File: config.mk
export PLATFORM = sky130hd
export DESIGN_NAME = dma_chan_seq
export DESIGN_NICKNAME = d
export VERILOG_FILES = /design/src/rtl/dma_chan_pkg.sv /design/src/rtl/dma_ctl_decode.sv /design/src/rtl/dma_addr_gen.sv /design/src/rtl/dma_unit_counter.sv /design/src/rtl/dma_chan_seq.sv
export SDC_FILE = /design/constraint.sdc
export NUM_CORES = 1
export LEC_CHECK = 0
export BUFFER_PORTS_ARGS = -buffer_cell sky130_fd_sc_hd__buf_2
export CORE_AREA = 3 3 166 168
export CTS_BUF_LIST = sky130_fd_sc_hd__clkbuf_8
export DETAILED_ROUTE_END_ITERATION = 10
export DIE_AREA = 0 0 169 171
export PLACE_DENSITY_LB_ADDON = 0.25
export SLEW_MARGIN = 5
export SYNTH_ARGS = -nofsm -noshare
export SYNTH_HDL_FRONTEND = slang
export SYNTH_SLANG_ARGS = --single-unit
File: constraint.sdc
create_clock -name clk -period 4.5 [get_ports clk]
set_input_delay 0 -clock clk [delete_from_list [all_inputs] [get_ports clk]]
set_output_delay 0 -clock clk [all_outputs]
set_load 0.05 [all_outputs]
File: src/rtl/dma_chan_pkg.sv
package dma_chan_pkg;

    typedef enum logic [1:0] {
        STEP_INC = 2'b00,
        STEP_DEC = 2'b01,
        STEP_FIX = 2'b10,
        STEP_RLD = 2'b11
    } step_e;

    typedef enum logic [2:0] {
        ST_IDLE,
        ST_SETUP,
        ST_READ,
        ST_WRITE,
        ST_HOLD,
        ST_END
    } state_e;

    typedef struct packed {
        logic [2:0] trig;
        logic       wide;
        logic       rpt;
        step_e      src_step;
        step_e      dst_step;
    } cfg_t;

    localparam int         EN_BIT    = 31;
    localparam int         FIELD_LSB = 21;
    localparam int         FIELD_MSB = 29;
    localparam logic [2:0] TRIG_NOW  = 3'd0;
    localparam logic [2:0] TRIG_FIFO = 3'd7;
    localparam logic [1:0] SEL_SRC   = 2'd0;
    localparam logic [1:0] SEL_DST   = 2'd1;
    localparam logic [1:0] SEL_CTRL  = 2'd2;

endpackage

File: src/rtl/dma_ctl_decode.sv
module dma_ctl_decode
    import dma_chan_pkg::*;
(
    input  logic [8:0] field_i,
    output cfg_t       cfg_o
);
    // field_i holds control bits 29:21
    always_comb begin
        cfg_o.dst_step = step_e'(field_i[1:0]);
        cfg_o.src_step = step_e'(field_i[3:2]);
        cfg_o.rpt      = field_i[4];
        cfg_o.wide     = field_i[5];
        cfg_o.trig     = field_i[8:6];
    end
endmodule

File: src/rtl/dma_addr_gen.sv
module dma_addr_gen
    import dma_chan_pkg::*;
#(
    parameter int ADDR_W = 32
) (
    input  logic              clk,
    input  logic              rst_n,
    input  logic              latch_i,
    input  logic              reload_i,
    input  logic              advance_i,
    input  step_e             step_i,
    input  logic              wide_i,
    input  logic [ADDR_W-1:0] prog_i,
    output logic [ADDR_W-1:0] addr_o
);
    logic [ADDR_W-1:0] addr_q;
    logic [ADDR_W-1:0] delta;

    assign delta  = wide_i ? ADDR_W'(4) : ADDR_W'(2);
    assign addr_o = addr_q;

    always_ff @(posedge clk or negedge rst_n) begin
        if (!rst_n) begin
            addr_q <= '0;
        end else if (latch_i) begin
            addr_q <= prog_i;
        end else if (reload_i) begin
            if (step_i == STEP_RLD) begin
                addr_q <= prog_i;
            end
        end else if (advance_i) begin
            unique case (step_i)
                STEP_INC, STEP_RLD: addr_q <= addr_q + delta;
                STEP_DEC:           addr_q <= addr_q - delta;
                STEP_FIX:           addr_q <= addr_q;
                default:            addr_q <= addr_q;
            endcase
        end
    end
endmodule

File: src/rtl/dma_unit_counter.sv
module dma_unit_counter #(
    parameter int CNT_W = 21,
    parameter int CHUNK = 112
) (
    input  logic             clk,
    input  logic             rst_n,
    input  logic             load_i,
    input  logic             fresh_i,
    input  logic             chunked_i,
    input  logic             dec_i,
    input  logic [CNT_W-1:0] raw_i,
    output logic             iter_last_o,
    output logic             rem_zero_o
);
    localparam int          CW       = CNT_W + 1;
    localparam logic [31:0] CHUNK32  = 32'(CHUNK);
    localparam logic [CW-1:0] FULL   = CW'(1) << CNT_W;

    logic [CW-1:0] rem_q;
    logic [CW-1:0] iter_q;
    logic [CW-1:0] rem_eff;
    logic [CW-1:0] iter_eff;

    always_comb begin
        if (fresh_i) begin
            rem_eff = (raw_i == '0) ? FULL : {1'b0, raw_i};
        end else begin
            rem_eff = rem_q;
        end
        if (chunked_i && ({{(32-CW){1'b0}}, rem_eff} > CHUNK32)) begin
            iter_eff = CW'(CHUNK);
        end else begin
            iter_eff = rem_eff;
        end
    end

    always_ff @(posedge clk or negedge rst_n) begin
        if (!rst_n) begin
            rem_q  <= '0;
            iter_q <= '0;
        end else if (load_i) begin
            rem_q  <= rem_eff;
            iter_q <= iter_eff;
        end else if (dec_i) begin
            rem_q  <= rem_q - CW'(1);
            iter_q <= iter_q - CW'(1);
        end
    end

    assign iter_last_o = (iter_q == CW'(1));
    assign rem_zero_o  = (rem_q == '0);
endmodule

File: src/rtl/dma_chan_seq.sv
module dma_chan_seq
    import dma_chan_pkg::*;
#(
    parameter int ADDR_W     = 32,
    parameter int CNT_W      = 21,
    parameter int FIFO_CHUNK = 112
) (
    input  logic              clk,
    input  logic              rst_n,
    input  logic              reg_we,
    input  logic [1:0]        reg_sel,
    input  logic [31:0]       reg_wdata,
    output logic [31:0]       ctrl_rdata,
    input  logic              fifo_req,
    input  logic              stall,
    output logic              mem_req,
    output logic              mem_we,
    output logic              mem_wide,
    output logic              mem_first,
    output logic [ADDR_W-1:0] mem_addr,
    output logic [31:0]       mem_wdata,
    input  logic [31:0]       mem_rdata,
    input  logic              mem_ack,
    output logic              cpu_halt,
    output logic              done_irq
);
    localparam int N_PTR = 2;   // 0 = source, 1 = destination

    state_e            state_q, state_d;
    logic [31:0]       ctrl_q;
    logic [ADDR_W-1:0] src_prog_q, dst_prog_q;
    cfg_t              cfg_q, cfg_new;
    logic              kick_q;
    logic              busy_q;
    logic              first_q;
    logic [31:0]       data_q;

    logic              en_rise;
    logic              start;
    logic              unit_done;
    logic              iter_last;
    logic              rem_zero;
    logic              keep_en;

    logic [ADDR_W-1:0] prog_a [N_PTR];
    step_e             step_a [N_PTR];
    logic [ADDR_W-1:0] cur_a  [N_PTR];

    // ---------------- decode of the incoming control word ----------------
    dma_ctl_decode u_dec (
        .field_i (reg_wdata[FIELD_MSB:FIELD_LSB]),
        .cfg_o   (cfg_new)
    );

    assign en_rise   = reg_we && (reg_sel == SEL_CTRL) &&
                       !ctrl_q[EN_BIT] && reg_wdata[EN_BIT];
    assign start     = (state_q == ST_IDLE) && ctrl_q[EN_BIT] &&
                       (kick_q || ((cfg_q.trig == TRIG_FIFO) && fifo_req));
    assign unit_done = (state_q == ST_WRITE) && mem_ack;
    assign keep_en   = cfg_q.rpt && (cfg_q.trig != TRIG_NOW);

    // ---------------- working address generators ----------------
    assign prog_a[0] = src_prog_q;
    assign prog_a[1] = dst_prog_q;
    assign step_a[0] = cfg_q.src_step;
    assign step_a[1] = cfg_q.dst_step;

    for (genvar g = 0; g < N_PTR; g++) begin : g_ptr
        dma_addr_gen #(.ADDR_W(ADDR_W)) u_ag (
            .clk       (clk),
            .rst_n     (rst_n),
            .latch_i   (en_rise),
            .reload_i  (state_q == ST_SETUP),
            .advance_i (unit_done),
            .step_i    (step_a[g]),
            .wide_i    (cfg_q.wide),
            .prog_i    (prog_a[g]),
            .addr_o    (cur_a[g])
        );
    end

    // ---------------- unit counters ----------------
    dma_unit_counter #(.CNT_W(CNT_W), .CHUNK(FIFO_CHUNK)) u_cnt (
        .clk         (clk),
        .rst_n       (rst_n),
        .load_i      (state_q == ST_SETUP),
        .fresh_i     (!busy_q),
        .chunked_i   (cfg_q.trig == TRIG_FIFO),
        .dec_i       (unit_done),
        .raw_i       (ctrl_q[CNT_W-1:0]),
        .iter_last_o (iter_last),
        .rem_zero_o  (rem_zero)
    );

    // ---------------- state register ----------------
    always_ff @(posedge clk or negedge rst_n) begin
        if (!rst_n) begin
            state_q <= ST_IDLE;
        end else begin
            state_q <= state_d;
        end
    end

    // ---------------- next state ----------------
    always_comb begin
        state_d = state_q;
        unique case (state_q)
            ST_IDLE:  if (start) state_d = ST_SETUP;
            ST_SETUP: state_d = ST_READ;
            ST_READ:  if (mem_ack) state_d = ST_WRITE;
            ST_WRITE: begin
                if (mem_ack) begin
                    if (iter_last)  state_d = ST_END;
                    else if (stall) state_d = ST_HOLD;
                    else            state_d = ST_READ;
                end
            end
            ST_HOLD:  if (!stall) state_d = ST_READ;
            ST_END:   state_d = ST_IDLE;
            default:  state_d = ST_IDLE;
        endcase
    end

    // ---------------- registers and channel bookkeeping ----------------
    always_ff @(posedge clk or negedge rst_n) begin
        if (!rst_n) begin
            ctrl_q     <= '0;
            src_prog_q <= '0;
            dst_prog_q <= '0;
            cfg_q      <= '0;
            kick_q     <= 1'b0;
            busy_q     <= 1'b0;
            first_q    <= 1'b0;
            data_q     <= '0;
        end else begin
            if (reg_we) begin
                unique case (reg_sel)
                    SEL_SRC:  src_prog_q <= reg_wdata[ADDR_W-1:0];
                    SEL_DST:  dst_prog_q <= reg_wdata[ADDR_W-1:0];
                    SEL_CTRL: ctrl_q     <= reg_wdata;
                    default:  ;
                endcase
            end
            if (en_rise) begin
                cfg_q  <= cfg_new;
                kick_q <= (cfg_new.trig == TRIG_NOW);
            end else if (state_q == ST_SETUP) begin
                kick_q <= 1'b0;
            end
            if (state_q == ST_SETUP) begin
                busy_q  <= 1'b1;
                first_q <= 1'b1;
            end else if (unit_done) begin
                first_q <= 1'b0;
            end
            if ((state_q == ST_READ) && mem_ack) begin
                data_q <= cfg_q.wide ? mem_rdata : {16'h0000, mem_rdata[15:0]};
            end
            if ((state_q == ST_END) && rem_zero) begin
                busy_q <= 1'b0;
                if (!keep_en) begin
                    ctrl_q[EN_BIT] <= 1'b0;
                end
            end
        end
    end

    // ---------------- outputs ----------------
    always_comb begin
        mem_req   = 1'b0;
        mem_we    = 1'b0;
        mem_addr  = cur_a[0];
        cpu_halt  = 1'b0;
        done_irq  = 1'b0;
        unique case (state_q)
            ST_IDLE:  ;
            ST_SETUP: cpu_halt = 1'b1;
            ST_READ: begin
                cpu_halt = 1'b1;
                mem_req  = 1'b1;
            end
            ST_WRITE: begin
                cpu_halt = 1'b1;
                mem_req  = 1'b1;
                mem_we   = 1'b1;
                mem_addr = cur_a[1];
            end
            ST_HOLD:  cpu_halt = 1'b1;
            ST_END:   done_irq = rem_zero;
            default:  ;
        endcase
        mem_first  = mem_req && first_q;
        mem_wide   = cfg_q.wide;
        mem_wdata  = data_q;
        ctrl_rdata = ctrl_q;
    end
endmodule

==> reports/results.ini <==
[timing]
worst_pin_slew_ns=1.045
min_period_ns=3.820
clock_skew_ns=0.03004
tns_ns=0
timing_hold_violations_final=0
setup-violations-final=0
clock.fmax_mhz=261.8
max_slew_margin_pct=30.36
rsz0062_at_grt=false
period_share_pct=84.88
drv_slew=0

[final_layout]
instances_no_fill=2151
finalNetCount=1920
multiInputGateArea_mm2=0.008137
final_util_pct=67.71
seqCellArea_mm2=0.006281
drive_above_1_share_pct=24.92
final_cell_area_mm2=0.01764
fill_cells=2082
area_delta_synth_final_pct=19.02

[placement]
io_buffer_count=173
dp.cells=2002
dp_hpwl_um=29320
place.gp.congestion=0.9515
placed_cell_area_mm2=0.01602

[synthesis]
synth_top_area_share_pct=42.37
syn_nets=1682
synth_most_common_cell=dfrtp_1
synthFlopType=dfrtp_1
syn-cell-area_mm2=0.01482
async_reset_ff_share_pct=100.0
synth_edf_count=0
synthCells=1545
synth_cell_types=90
synth_common_cells=251 x dfrtp_1, 203 x nand2_1, 150 x mux2_2, 113 x nor2_1, 103 x a21oi_1
synth_warnings=0
yosysSeqAreaShare_pct=42.37
syn_avg_cell_area_um2=9.595
yosys-top-cells-area=dfrtp_1 42%, mux2_2 11%, ha_1 5.5%, nand2_1 5.1%, a21oi_1 3.5%
ys_ff_latch=251
yosysTopAreaCell=dfrtp_1

[power]
pwr-share-seq_pct=29.4
sw_frac_of_total_pct=48.11
p_per_area_mw_per_mm2=736.3
ir_drop_v=0.0007637
clkPwrFrac_pct=17.0
p_leak_nw=8.067
switchingPower_mw=6.251
p_comb_share_pct=53.6
p_int_mw=6.741

[global_routing]
grt_pass1_vias=12830
grt_pass1_wl_um=67900
grt_start_max_net_pins=116
antenna_found_initial=2
grtUsageTotal_pct=29.28
grt_overflow=0

[worst_setup_path]
crit_type=flop to flop
cp.required_ns=4.90
cp.arrival_ns=4.22
path_max_fanout=21
setup.worst_path.start_class=flop
critPathCaptureType=flop

[clock_network]
cts_tree=built
root_buffer=clkbuf_8
clk_latency_ns=0.56
clkTransAtPathRegs_ns=0.07
clkSinkCount=251
cts_buffers=45
cts_max_level=2
ctsResizeCount=0
cts_max_path_buffers=3

[min_path]
min_path_type=input pin to asynchronous set/reset pin

[drt]
vias_per_cell=6.105
drt-pass1-iter-count=6
wire_per_inst_um=20.01
route.detailed.drc=0
antenna_left=0
drt_wl_total_um=43040
num_vias=13130
drt_iter0_drc=1183

[job]
maxCapViolations=0

[die]
coreArea_mm2=0.02606
die_y_um=171
die_area_mm2=0.02890
start_util_pct=56.89
std_cell_rows=59
io_pins=174
dieWidth_um=169

[outcome]
status=finished clean

worst max-delay path, stage by stage (launching register included):
cell,delay (ns)
dfrtp_1,0.41
nand2b_1,0.29
inv_1,0.62
ha_1,0.40
o21a_1,0.21
o21ai_0,0.26
nor3_1,0.13
o21ai_1,0.30
nand3_1,0.20
a21boi_1,0.30
o21ai_1,0.15
a221oi_1,0.25
o311ai_1,0.12
area by class of cell:
type                            count  area share (%)
Multi-Input combinational cell   1187           46.11
Clock inverter                     19          0.6737
Antenna cell                        2         0.02836
Tap cell                          335           2.376
Inverter                           34          0.7233
Clock buffer                       59           4.602
Sequential cell                   251           35.60
Timing Repair Buffer              264           9.885
flip-flops by register name (all words and copies together) (netlist names):
register           count
busy_q                 1
cfg_q                  8
ctrl_rdata            32
dst_prog_q            32
first_q                1
g_ptr.u_ag.addr_o     64
kick_q                 1
mem_wdata             32
mem_wide               1
src_prog_q            32
state_q                3
u_cnt.iter_q          22
u_cnt.rem_q           22
kinds of logic after synthesis:
| kind of cell | Yosys count | share of synthesized area [%] |
|---|---|---|
| buffers and inverters | 107 | 2.954 |
| xor gates and xnor gates | 59 | 3.486 |
| muxes | 168 | 12.61 |
| DFF | 251 | 42.37 |
| adders and majority gates | 65 | 5.486 |
| AOI/OAI and AO/OA | 387 | 16.96 |
| and+or+nand+nor | 508 | 16.14 |
per-layer routing:
layer	global-route usage, %	part of all wire (%)	vias up
li1	-	-	6107
met1	39.59	42	6350
met2	47.80	46	571
met3	6.030	8.3	104
met4	9.315	2.9	0
met5	0	0	-
power groups by stage:
stage,Combinational (mW),Clock [mW],Sequential (mW)
2_1_floorplan,4.84,0,4.16
3_3_place_gp,6.71,0,3.80
3_5_place_dp,6.83,0,3.83
4_1_cts,6.90,2.23,3.80
5_1_grt,7.60,2.35,3.91
6_report,6.96,2.21,3.83
path summary, 6_finish.rpt:
kind / startpoint / to / slack, ns / cells after the start
max: cfg_q[1] / g_ptr[1].u_ag.addr_o[31] / 0.68 / 12
min: rst_n / mem_wdata[14] / 0.03 / 2
max reg2reg: cfg_q[1] / g_ptr[1].u_ag.addr_o[31] / 0.68 / 12
min reg2reg: first_q / first_q / 0.47 / 2
max in group asynchronous: rst_n / dst_prog_q[8] / 3.36 / 3
min in group clk: fifo_req / state_q[0] / 0.03 / 4
metrics by stage:
stage,hold slack (ns),setup slack (ns),total power [mW]
final,0.02590,0.6802,12.99
after global routing,0.02712,0.3647,13.86
after CTS,0.008317,0.7143,12.93
after detailed placement,0.06919,0.7400,10.65
after global placement,0.07175,0.8517,10.51
after floorplan,-0.2956,0.9605,9.003
what timing repair did:
item                                   4_1_cts  5_1_grt
setup buffers                                0        0
setup endpoints to repair                    0        0
endpoints found under the hold margin      237        0
hold buffers                                69        0
layout by cell type, fill, tap and decap left out, drive strengths merged, types with 12 or more instances in the layout:
cell,instances
a211oi,12
a21o,13
a21oi,105
a31oi,35
buf,195
clkbuf,59
dfrtp,251
dlygate4sd3,69
ha,65
inv,45
mux2,150
mux2i,18
nand2,203
nand2b,18
nand3,36
nor2,113
nor3,38
nor4,18
o21a,16
o21ai,99
o22ai,16
xnor2,37
xor2,22
No activity file was read; power rests on OpenSTA's default activity.
